$ cat src/rtl/pxm_pkg.sv
package pxm_pkg;

  localparam int CH_W   = 8;
  localparam int WORD_W = 32;

  typedef struct packed {
    logic [CH_W-1:0] r;
    logic [CH_W-1:0] g;
    logic [CH_W-1:0] b;
  } rgb_t;

  // Direct word in memory order: pad byte, blue, green, red (MSB to LSB).
  function automatic rgb_t direct_to_rgb(input logic [WORD_W-1:0] w);
    rgb_t c;
    c.b = w[3*CH_W-1:2*CH_W];
    c.g = w[2*CH_W-1:CH_W];
    c.r = w[CH_W-1:0];
    return c;
  endfunction

  function automatic logic [WORD_W-1:0] pack_pixel(input rgb_t c, input logic bgr);
    if (bgr) return {{(WORD_W-3*CH_W){1'b0}}, c.b, c.g, c.r};
    else     return {{(WORD_W-3*CH_W){1'b0}}, c.r, c.g, c.b};
  endfunction

endpackage

$ cat src/rtl/pxm_tag_decode.sv
module pxm_tag_decode #(
  parameter int          WORD_W     = 32,
  parameter int          TAG_W      = 8,
  parameter logic [7:0]  TAG_DIRECT = 8'h03
) (
  input  logic [WORD_W-1:0] ctrl_word,
  output logic              is_direct
);
  localparam int TAG_LSB = WORD_W - TAG_W;

  logic [TAG_W-1:0] tag;
  logic             unused_low;

  assign tag        = ctrl_word[WORD_W-1:TAG_LSB];
  assign unused_low = ^ctrl_word[TAG_LSB-1:0];
  assign is_direct  = (tag == TAG_DIRECT[TAG_W-1:0]);
endmodule

$ cat src/rtl/pxm_stage.sv
module pxm_stage
  import pxm_pkg::*;
#(
  parameter int IDX_W = 8
) (
  input  logic             clk,
  input  logic             rst_n,
  input  logic             load,
  input  logic             drain,
  input  logic [IDX_W-1:0] d_index,
  input  logic             d_direct,
  input  rgb_t             d_rgb,
  output logic             q_valid,
  output logic [IDX_W-1:0] q_index,
  output logic             q_direct,
  output rgb_t             q_rgb
);
  always_ff @(posedge clk or negedge rst_n) begin
    if (!rst_n) begin
      q_valid  <= 1'b0;
      q_index  <= '0;
      q_direct <= 1'b0;
      q_rgb    <= '0;
    end else begin
      if (load) begin
        q_valid  <= 1'b1;
        q_index  <= d_index;
        q_direct <= d_direct;
        q_rgb    <= d_rgb;
      end else if (drain) begin
        q_valid  <= 1'b0;
      end
    end
  end
endmodule

$ cat src/rtl/pxm_packer.sv
module pxm_packer
  import pxm_pkg::*;
(
  input  logic              sel_direct,
  input  rgb_t              direct_rgb,
  input  rgb_t              pal_rgb,
  input  logic              bgr,
  output logic [WORD_W-1:0] pixel
);
  rgb_t chosen;

  always_comb begin
    chosen = sel_direct ? direct_rgb : pal_rgb;
    pixel  = pack_pixel(chosen, bgr);
  end
endmodule

$ cat src/rtl/plane_pixel_merge.sv
module plane_pixel_merge
  import pxm_pkg::*;
#(
  parameter int         IDX_W      = 8,
  parameter logic [7:0] TAG_DIRECT = 8'h03
) (
  input  logic              clk,
  input  logic              rst_n,
  input  logic              cfg_bgr,
  input  logic              in_valid,
  output logic              in_ready,
  input  logic [IDX_W-1:0]  in_index,
  input  logic [31:0]       in_direct,
  input  logic [31:0]       in_ctrl,
  output logic              pal_rd_en,
  output logic [IDX_W-1:0]  pal_rd_addr,
  input  logic [23:0]       pal_rd_data,
  output logic              out_valid,
  input  logic              out_ready,
  output logic [31:0]       out_pixel
);
  // Named internal events for the checker
  logic pix_load;
  logic pix_drain;
  logic tag_direct;

  logic             stg_valid;
  logic [IDX_W-1:0] stg_index;
  logic             stg_direct;
  rgb_t             stg_rgb;

  pxm_tag_decode #(
    .WORD_W    (WORD_W),
    .TAG_W     (CH_W),
    .TAG_DIRECT(TAG_DIRECT)
  ) u_tag (
    .ctrl_word(in_ctrl),
    .is_direct(tag_direct)
  );

  assign in_ready  = !stg_valid || out_ready;
  assign pix_load  = in_valid && in_ready;
  assign pix_drain = stg_valid && out_ready;

  pxm_stage #(.IDX_W(IDX_W)) u_stage (
    .clk     (clk),
    .rst_n   (rst_n),
    .load    (pix_load),
    .drain   (pix_drain),
    .d_index (in_index),
    .d_direct(tag_direct),
    .d_rgb   (direct_to_rgb(in_direct)),
    .q_valid (stg_valid),
    .q_index (stg_index),
    .q_direct(stg_direct),
    .q_rgb   (stg_rgb)
  );

  // Re-read the held index while stalled so the palette data stays aligned
  assign pal_rd_en   = pix_load || stg_valid;
  assign pal_rd_addr = pix_load ? in_index : stg_index;

  pxm_packer u_pack (
    .sel_direct(stg_direct),
    .direct_rgb(stg_rgb),
    .pal_rgb   (rgb_t'(pal_rd_data)),
    .bgr       (cfg_bgr),
    .pixel     (out_pixel)
  );

  assign out_valid = stg_valid;
endmodule

$ cat config.mk
export PLATFORM = sky130hd
export DESIGN_NAME = plane_pixel_merge
export DESIGN_NICKNAME = d
export VERILOG_FILES = /design/src/rtl/pxm_pkg.sv /design/src/rtl/pxm_tag_decode.sv /design/src/rtl/pxm_stage.sv /design/src/rtl/pxm_packer.sv /design/src/rtl/plane_pixel_merge.sv
export SDC_FILE = /design/constraint.sdc
export NUM_CORES = 1
export LEC_CHECK = 0
export BUFFER_PORTS_ARGS = -buffer_cell sky130_fd_sc_hd__buf_4
export CAP_MARGIN = 20
export CORE_MARGIN = 2
export CORE_UTILIZATION = 30
export CTS_BUF_LIST = sky130_fd_sc_hd__clkbuf_4 sky130_fd_sc_hd__clkbuf_8
export CTS_CLUSTER_SIZE = 8
export DETAILED_ROUTE_END_ITERATION = 16
export GPL_ROUTABILITY_DRIVEN = 0
export PLACE_DENSITY = 0.65
export SLEW_MARGIN = 15
export SYNTH_ARGS = -nofsm -noshare
export SYNTH_HDL_FRONTEND = slang
export SYNTH_SLANG_ARGS = --single-unit
$ cat constraint.sdc
create_clock -name clk -period 1.39 [get_ports clk]
set_clock_uncertainty 0.2 [all_clocks]
set_input_delay 0.0695 -clock clk [delete_from_list [all_inputs] [get_ports clk]]
set_output_delay 0.0695 -clock clk [all_outputs]
set_load 0.02 [all_outputs]
==> out/results.tsv <==
stage	metric	value	unit
status	status	finished with violations	
status	violations	negative hold slack, negative setup slack	
route	wl_per_cell	14.9	µm
synth	ys.flop_type	dfrtp_1	
route	dr.first_iter.drc_count	63	
floorplan	die_height	82.1	µm
setup_path	critPathMaxFanout	9	
synth	synth-edff-count	0	
synth	yosys.cell_count.top_type	mux2_2	
synth	async_flop_share	100	%
global_route	grt_pass1_wl	7260	µm
setup_path	critPathRequiredTime	1120	ps
cts	ctsHoldBuffers	28	
floorplan	initial_core_util	30.9	%
route	wirelength	5070	µm
sta	fin_tns_setup	-16530	ps
sta	post-route-min-period	1800	ps
route	route.detailed.drc	0	
pwr	power_density	858	nW/µm²
synth	synth_top_area_cell	dfrtp_1	
synth	synthCells	115	
cts	cts_num_sinks	34	
synth	synth-seq-cells	34	
sta	setup_viol	62	
synth	synth_top_area_share	46.4	%
hold_path	holdCritPathClass	in2reg	
pwr	internal-power	2.16	mW
setup_path	worstPathArrival	1530	ps
sta	fin_crit_sh	129	%
sta	slew_viol_final	0	
sta	rsz0062_at_grt	yes	
sta	hold_violations	8	
layout	final_cell_count_no_fill	341	
pwr	irDropWorstVdd	0.450	mV
setup_path	crit_type	reg2out	
cts	cts-root-buf	clkbuf_8	
global_route	grt_max_degree	35	
synth	ys_seq_area_share	46.4	%
setup_path	cp-end-kind	output pin	
layout	n_antenna_cell	0	
pwr	swShare	27.6	%
cts	cts-buffers-inserted	5	
synth	yosys_warnings	0	
placement	io_buffers	103	
pwr	p_switching	0.821	mW
setup_path	critPathLaunchType	flip-flop	
cts	cts.clk_slew.worst_paths	70	ps
synth	synth.area.top_cells	dfrtp_1 46%, mux2_2 25%, mux4_2 20%	
sta	holdWs	-165	ps
cts	cts_htree_levels	2	
route	ant_nets	0	
route	viasPerCell	4.61	
sta	finalWorstSetupSlack	-409	ps
global_route	overflow	0	
floorplan	io_pins	144	
floorplan	dieArea	6750	µm²
pwr	power_frac_seq	40.6	%
floorplan	num_rows	28	
cts	cts.path.max_buffers	2	
synth	ys_types	14	
synth	syn_area	1830	µm²
floorplan	coreArea	5920	µm²
layout	area_growth	89.5	%
synth	synthTopCellsByCount	40 x mux2_2, 34 x dfrtp_1, 16 x mux4_2	
sta	clock.fmax	556	MHz
layout	nets	366	
pwr	pwr-share-comb	33.9	%
global_route	antenna_found_initial	0	
cts	tritoncts	yes	
global_route	grt_pass1_vias	1473	
pwr	total_leakage_power	1.60	nW
cts	clk_latency	280	ps
global_route	grt_usage	14.7	%
synth	syn_avg_cell_area	15.9	µm²
route	vias	1572	
run	cap_violations	0	
placement	dp.cells	293	
route	dr.pass1.iters	6	
layout	utilization	58.6	%
placement	hpwl	3330	µm
layout	drive_gt1_share	72.9	%
pwr	clockPowerShare	25.5	%
floorplan	die_w	82.1	µm
power by group through the flow:
stage	clock network [mW]	logic, mW	registers, mW
floorplan	0	0.445	1.20
global placement	0	0.765	1.22
detailed placement	0	0.776	1.22
CTS	0.797	0.973	1.21
global route	0.853	1.08	1.23
finish	0.759	1.01	1.21
layer usage:
metal | vias to the layer above | GRT usage, % | routed length (µm)
li1 | 725 | - | -
met4 | 0 | 6.00 | 71
met1 | 770 | 18.7 | 2070
met2 | 71 | 23.8 | 2570
met3 | 6 | 3.91 | 362
met5 | - | 0 | 0
flip-flops by register name, indices dropped and copies added, names as in the netlist:
register          flops
u_stage.q_direct      1
u_stage.q_index       8
u_stage.q_rgb        24
u_stage.q_valid       1
area by class of cell:
class / instances / area (µm²)
multi-input combinational: 73 / 995
clock buffer: 6 / 82.6
sequential: 34 / 853
tap: 75 / 93.8
clock inverter: 2 / 12.5
timing repair buffer: 151 / 1440
fill: 469 / 2450
placed cells by master, fill, tap and decap left out, types with 6 or more instances in the layout:
cell type / n
buf_4: 75
buf_6: 43
dfrtp_1: 32
dlygate4sd3_1: 28
mux2_2: 26
mux4_2: 16
mux2_4: 15
conb_1: 8
clkbuf_8: 6
worst max-delay path, cell delays in order, from the launching register on:
cell       delay, ps
dfrtp_2          410
clkbuf_16        180
mux4_2           510
buf_6            150
per-stage QoR:
step | hold slack (ps) | power, mW | instance area [µm²] | worst slack (ps)
2_1_floorplan | -426 | 1.64 | 1930 | -102
3_3_place_gp | -151 | 1.99 | 2750 | -109
3_5_place_dp | -148 | 2.00 | 2750 | -118
4_1_cts | -182 | 2.98 | 3370 | -418
5_1_grt | -179 | 3.16 | 3470 | -461
6_report | -165 | 2.98 | 3470 | -409
final timing paths:
| kind | startpoint | endpoint | slack, ps | cells after the start |
|---|---|---|---|---|
| setup / recovery | u_stage.q_direct$_DFFE_PN0P_ | out_pixel[6] | -410 | 3 |
| hold / removal | in_index[2] | u_stage.q_index[2]$_DFF_PN0_ | -170 | 2 |
| setup reg to reg | u_stage.q_valid$_DFFE_PN0P_ | u_stage.q_rgb[7]$_DFFE_PN0P_ | -250 | 6 |
| hold reg to reg | u_stage.q_index[6]$_DFF_PN0_ | u_stage.q_index[6]$_DFF_PN0_ | 310 | 1 |
| max in group asynchronous | rst_n | u_stage.q_direct$_DFFE_PN0P_ | 570 | 2 |
| min in group asynchronous | rst_n | u_stage.q_rgb[5]$_DFFE_PN0P_ | 80 | 2 |
kinds of logic (layout without fill, tap and decap cells):
| logic type | after synthesis | count (layout) | synth area share, % |
|---|---|---|---|
| and+or+nand+nor | 7 | 8 | 2.19 |
| buffers and inverters | 16 | 159 | 6.28 |
| DFF | 34 | 34 | 46.4 |
| other | 1 | 8 | 0.205 |
| muxes | 57 | 57 | 44.9 |
repair_timing:
item / in CTS / in global routing
hold endpoints to repair: 68 / 8
pin swaps: 2 / 3
buffers inserted: 8 / 3
cloned: 2 / 1
gates resized for setup: 38 / 21
setup endpoints to repair: 58 / 63
No activity file was read; power rests on OpenSTA's default activity.
